`src/rtl/avr_pkg.sv`:
```
package avr_pkg;
  localparam int VA_W  = 32;
  localparam int OFF_W = 9;
  localparam int RGN_W = 2;
  localparam int VPN_W = VA_W - RGN_W - OFF_W;
  localparam int LEN_W = VPN_W + 1;
  localparam int N_RGN = 3;
  localparam int PROT_W = 4;

  typedef enum logic [1:0] {
    MODE_KERNEL = 2'd0,
    MODE_EXEC   = 2'd1,
    MODE_SUPER  = 2'd2,
    MODE_USER   = 2'd3
  } mode_e;

  typedef struct packed {
    logic [RGN_W-1:0] rgn;
    logic [VPN_W-1:0] vpn;
    logic [OFF_W-1:0] off;
  } va_t;
endpackage

```
`src/rtl/avr_va_split.sv`:
```
module avr_va_split
  import avr_pkg::*;
(
  input  logic [VA_W-1:0] va_i,
  output va_t             va_o,
  output logic            rsv_o
);
  assign va_o  = va_t'(va_i);
  assign rsv_o = (va_o.rgn == RGN_W'(N_RGN));
endmodule

```
`src/rtl/avr_len_check.sv`:
```
module avr_len_check
  import avr_pkg::*;
#(
  parameter logic [N_RGN-1:0] DOWN_MASK = 3'b010
) (
  input  logic [RGN_W-1:0]            rgn_i,
  input  logic [VPN_W-1:0]            vpn_i,
  input  logic [N_RGN-1:0][LEN_W-1:0] len_i,
  output logic                        flt_o
);
  logic [N_RGN-1:0] rgn_flt;
  logic [LEN_W-1:0] vpn_ext;

  assign vpn_ext = {1'b0, vpn_i};

  for (genvar g = 0; g < N_RGN; g++) begin : g_rgn
    if (DOWN_MASK[g]) begin : g_down
      assign rgn_flt[g] = vpn_ext < len_i[g];
    end else begin : g_up
      assign rgn_flt[g] = vpn_ext >= len_i[g];
    end
  end

  always_comb begin
    flt_o = 1'b0;
    for (int i = 0; i < N_RGN; i++) begin
      if (rgn_i == RGN_W'(i)) flt_o = rgn_flt[i];
    end
  end
endmodule

```
`src/rtl/avr_prot_decode.sv`:
```
module avr_prot_decode
  import avr_pkg::*;
(
  input  logic [PROT_W-1:0] prot_i,
  input  mode_e             mode_i,
  input  logic              wr_i,
  output logic              flt_o
);
  logic [1:0] rd_lvl, wr_lvl, need_lvl;
  logic       bad_code;

  assign rd_lvl   = prot_i[1:0];
  assign wr_lvl   = prot_i[3:2];
  // write must never be looser than read
  assign bad_code = wr_lvl > rd_lvl;
  assign need_lvl = wr_i ? wr_lvl : rd_lvl;
  assign flt_o    = bad_code | (mode_i > need_lvl);
endmodule

```
`src/rtl/avr_xlate_check.sv`:
```
module avr_xlate_check
  import avr_pkg::*;
#(
  parameter int PFN_W = 21,
  localparam int PA_W = PFN_W + OFF_W
) (
  input  logic              clk_i,
  input  logic              rst_ni,
  input  logic              req_i,
  input  logic [VA_W-1:0]   va_i,
  input  logic              wr_i,
  input  logic [1:0]        mode_i,
  input  logic [LEN_W-1:0]  rgn0_len_i,
  input  logic [LEN_W-1:0]  rgn1_len_i,
  input  logic [LEN_W-1:0]  rgn2_len_i,
  input  logic [PROT_W-1:0] prot_i,
  input  logic [PFN_W-1:0]  pfn_i,
  output logic [PA_W-1:0]   pa_o,
  output logic              pa_valid_o,
  output logic              flt_len_o,
  output logic              flt_acc_o,
  output logic              flt_rsv_o
);
  va_t                        va_s;
  logic                       rsv_hit, len_hit, acc_hit;
  logic [N_RGN-1:0][LEN_W-1:0] len_tbl;
  logic                       rsv_d, len_d, acc_d, ok_d;

  assign len_tbl = {rgn2_len_i, rgn1_len_i, rgn0_len_i};

  avr_va_split u_split (
    .va_i  (va_i),
    .va_o  (va_s),
    .rsv_o (rsv_hit)
  );

  avr_len_check u_len (
    .rgn_i (va_s.rgn),
    .vpn_i (va_s.vpn),
    .len_i (len_tbl),
    .flt_o (len_hit)
  );

  avr_prot_decode u_prot (
    .prot_i (prot_i),
    .mode_i (mode_e'(mode_i)),
    .wr_i   (wr_i),
    .flt_o  (acc_hit)
  );

  // priority: reserved > length > access
  assign rsv_d = req_i & rsv_hit;
  assign len_d = req_i & ~rsv_hit & len_hit;
  assign acc_d = req_i & ~rsv_hit & ~len_hit & acc_hit;
  assign ok_d  = req_i & ~rsv_hit & ~len_hit & ~acc_hit;

  always_ff @(posedge clk_i or negedge rst_ni) begin
    if (!rst_ni) begin
      pa_o       <= '0;
      pa_valid_o <= 1'b0;
      flt_len_o  <= 1'b0;
      flt_acc_o  <= 1'b0;
      flt_rsv_o  <= 1'b0;
    end else begin
      pa_o       <= ok_d ? {pfn_i, va_s.off} : '0;
      pa_valid_o <= ok_d;
      flt_len_o  <= len_d;
      flt_acc_o  <= acc_d;
      flt_rsv_o  <= rsv_d;
    end
  end
endmodule

```
`config.mk`:
```
export PLATFORM = sky130hd
export DESIGN_NAME = avr_xlate_check
export DESIGN_NICKNAME = d
export VERILOG_FILES = /design/src/rtl/avr_pkg.sv /design/src/rtl/avr_va_split.sv /design/src/rtl/avr_len_check.sv /design/src/rtl/avr_prot_decode.sv /design/src/rtl/avr_xlate_check.sv
export SDC_FILE = /design/constraint.sdc
export NUM_CORES = 1
export LEC_CHECK = 0
export ABC_AREA = 1
export CAP_MARGIN = 10
export CORE_MARGIN = 2
export CORE_UTILIZATION = 40
export CTS_CLUSTER_SIZE = 8
export DETAILED_ROUTE_END_ITERATION = 10
export PLACE_DENSITY_LB_ADDON = 0.25
export SLEW_MARGIN = 20
export SYNTH_ARGS = -nofsm -noshare
export SYNTH_HDL_FRONTEND = slang
export SYNTH_SLANG_ARGS = --single-unit
```
`constraint.sdc`:
```
create_clock -name clk_i -period 0.8 [get_ports clk_i]
set_input_delay 0.08 -clock clk_i [delete_from_list [all_inputs] [get_ports clk_i]]
set_output_delay 0.08 -clock clk_i [all_outputs]
set_load 0.02 [all_outputs]
```
==> summary.md <==
| Metric | Value |
|---|---|
| DRT antenna net count | 0 |
| Chip Height | 96.07 um |
| Mapped Cells | 447 |
| Core area | 8217 um^2 |
| Buffers added on ports | 162 |
| Pwr per Cell Area | 1084 nW/um^2 |
| CTS max path bufs | 2 |
| Final setup vio count | 67 |
| Dpl ws | -1523 ps |
| Synthesized net count | 642 |
| Final std cell area, no fill | 6312 um^2 |
| Top cell by count, worst path | nand2_2 |
| Largest net degree at the start of global routing | 35 |
| Most frequent cells in the layout | inv_1, buf_6, nand2_1, ha_4, inv_2 |
| Final nets | 828 |
| Synth warnings | 0 |
| Syn-to-layout area delta | 86.16% |
| CP Launch Type | primary input |
| Num CTS Buffers | 5 |
| WL per Instance | 14.57 um |
| Root buffer cell | clkbuf_8 |
| # diodes | 0 |
| Syn Std Cell Area | 3391 um^2 |
| Worst rel slew slack | 80.49% |
| Ys flop type | dfrtp_1 |
| Via Count | 3,405 |
| Worst ir drop on vdd | 667.3 uV |
| Critical Path AT | 1770 ps |
| DP HPWL | 8.144 mm |
| Initial core utilization | 41.27% |
| RSZ-0062 raised after global routing | yes |
| CP max-delay cell | ha_4 |
| IO Pins | 163 |
| Cell Chain, Critical Path | clkdlybuf4s15_1, inv_2, ha_4, nand2_2, nor2_2, nand2_1, nand2_2, nand2_2, nand4_2, nand2_2, nor2_4, nand3_4, buf_12, nor2_4 |
| GPL Wtd Cong | 0.8112 |
| Final worst path period share | 193.5% |
| Post-synth EDFFs | 0 |
| Most common cell after layout, fill and taps aside | inv_1 |
| Via density | 4.608 |
| H-tree Lvls | 2 |
| Antenna violations before repair | 0 |
| Leak | 0.003144 uW |
| CP Data Required Time | 1020 ps |
| Final WL | 10.76 mm |
| DRT Pass-1 Iters | 6 |
| Ys async rst share | 100.0% |
| CP endpoint kind | flop |
| Vias in the first global route | 3,683 |
| Fraction of layout cells with a size suffix above 1 | 56.94% |
| Status | finished, violations left |
| Worst Tran Pin Value | 292.7 ps |
| Die Wd | 96.07 um |
| DRC viols | 0 |
| Synth top area share | 25.09% |
| DRT iter0 DRCs | 67 |
| Cell variety after synth | 23 |
| Final worst slack | -748.3 ps |
| Failing checks | negative setup slack |
| First-pass GRT wire length | 16.70 mm |
| Register bit total from synthesis | 34 |
| Syn Area/Cell | 7.586 um^2 |
| Final Max Slew Viols | 0 |
| Total track usage | 23.42% |
| Area of placed instances | 5682 um^2 |
| Worst Hold Class | primary input to async pin |
| Peak Freq | 0.6459 GHz |
| CTS tree | done |
| Critical Setup Path Class | primary input to flop |
| Crit Path Max Fanout | 6 |
| Area leader, netlist | dfrtp_1 |
| # Max-Cap Violations | 0 |
| Crit-path max cell delay | 260 ps |
| Hold Fails Final Rpt | 0 |
| Remaining global-route overflow | 0 |
| Placement Rows | 33 |
| Die area | 9229 um^2 |
| Tmin final | 1548 ps |
| Leading post-synthesis cells by cell area | dfrtp_1, ha_1, inv_1 |
| Post-synthesis sequential area ratio | 25.09% |
| Worst-path clk slew | 80 ps |
| Clock sinks | 34 |
==> area by class of cell <==
class,instances,area (um^2)
multi-input cells,278,2968
inverters,132,538.0
repair buffers,182,1687
clock inverters,3,68.82
well taps,105,131.4
fillers,556,1904
clock buffers,5,68.82
flip-flops and latches,34,850.8
==> cells in the mapped netlist, types with 2 or more instances <==
cell     instances
inv_1          129
nand2_1         89
ha_1            66
nor2_1          37
dfrtp_1         34
nor2_4          32
a21oi_1         21
nand2_2          6
nand3_1          6
o21ai_0          6
a21o_1           3
buf_12           3
inv_2            3
a21oi_2          2
o21a_1           2
==> power breakdown <==
part / internal [uW] / switching, uW / total, uW / leakage [uW]
registers: 1800 / 41.8 / 1840 / 0.000467
logic: 1580 / 1520 / 3090 / 0.00261
clock network: 1250 / 660 / 1910 / 0.0000683
==> per-layer routing <==
| metal | global-route usage (%) | vias up | wire [um] |
|---|---|---|---|
| li1 | - | 1700 | - |
| met1 | 25.75 | 1568 | 4103 |
| met2 | 45.37 | 119 | 5784 |
| met3 | 3.837 | 18 | 670 |
| met4 | 7.024 | 0 | 206 |
| met5 | 0 | - | 0 |
==> final timing paths <==
path | start | end | slack, ps | depth (start not counted)
min | rst_ni | pa_o[24] | 150 | 2
max | rgn1_len_i[5] | pa_o[17] | -750 | 14
max in group asynchronous | rst_ni | flt_len_o | 460 | 2
min in group clk_i | pfn_i[12] | pa_o[21] | 340 | 3
==> flip-flops by register name (all words and copies together), names as in the netlist <==
register,count
flt_acc_o,1
flt_rsv_o,1
pa_valid_o,1
flt_len_o,1
pa_o,30
==> logic make-up (layout without fill, tap and decap cells) <==
group | Yosys count | count (layout) | synth area share (%)
AND/OR/NAND/NOR | 176 | 176 | 28.19
buffers and inverters | 135 | 322 | 16.38
adder cells (fa/ha/maj) | 66 | 66 | 24.35
AO/OA/AOI/OAI | 36 | 36 | 5.978
flip-flops | 34 | 34 | 25.09
==> worst max-delay path, delay by kind of cell <==
kind | cells | cell delay, ps
buf+inv | 3 | 450
simple gates | 10 | 980
fa+ha+maj | 1 | 260
==> through the flow <==
stage / total power, uW / hold WS [ps] / cells / TNS (ps) / utilization (%)
2_1_floorplan: 3171 / -215.6 / 447 / -20690 / -
3_3_place_gp: 4342 / 468.5 / 723 / -54060 / 69.15
3_5_place_dp: 4440 / 472.3 / 723 / -55180 / 69.15
4_1_cts: 6782 / 161.4 / 737 / -24010 / 76.21
5_1_grt: 7198 / 171.3 / 739 / -30400 / 76.82
6_report: 6845 / 153.5 / 739 / -26330 / 76.82
==> what timing repair did <==
item,CTS,global route
hold buffers,0,0
pin swaps,162,18
endpoints found under the setup margin,67,67
hold endpoints to repair,0,0
buffers inserted,6,2
gates cloned,1,0
resized for setup,678,15
Note: power is estimated with default switching activity, not from simulation.
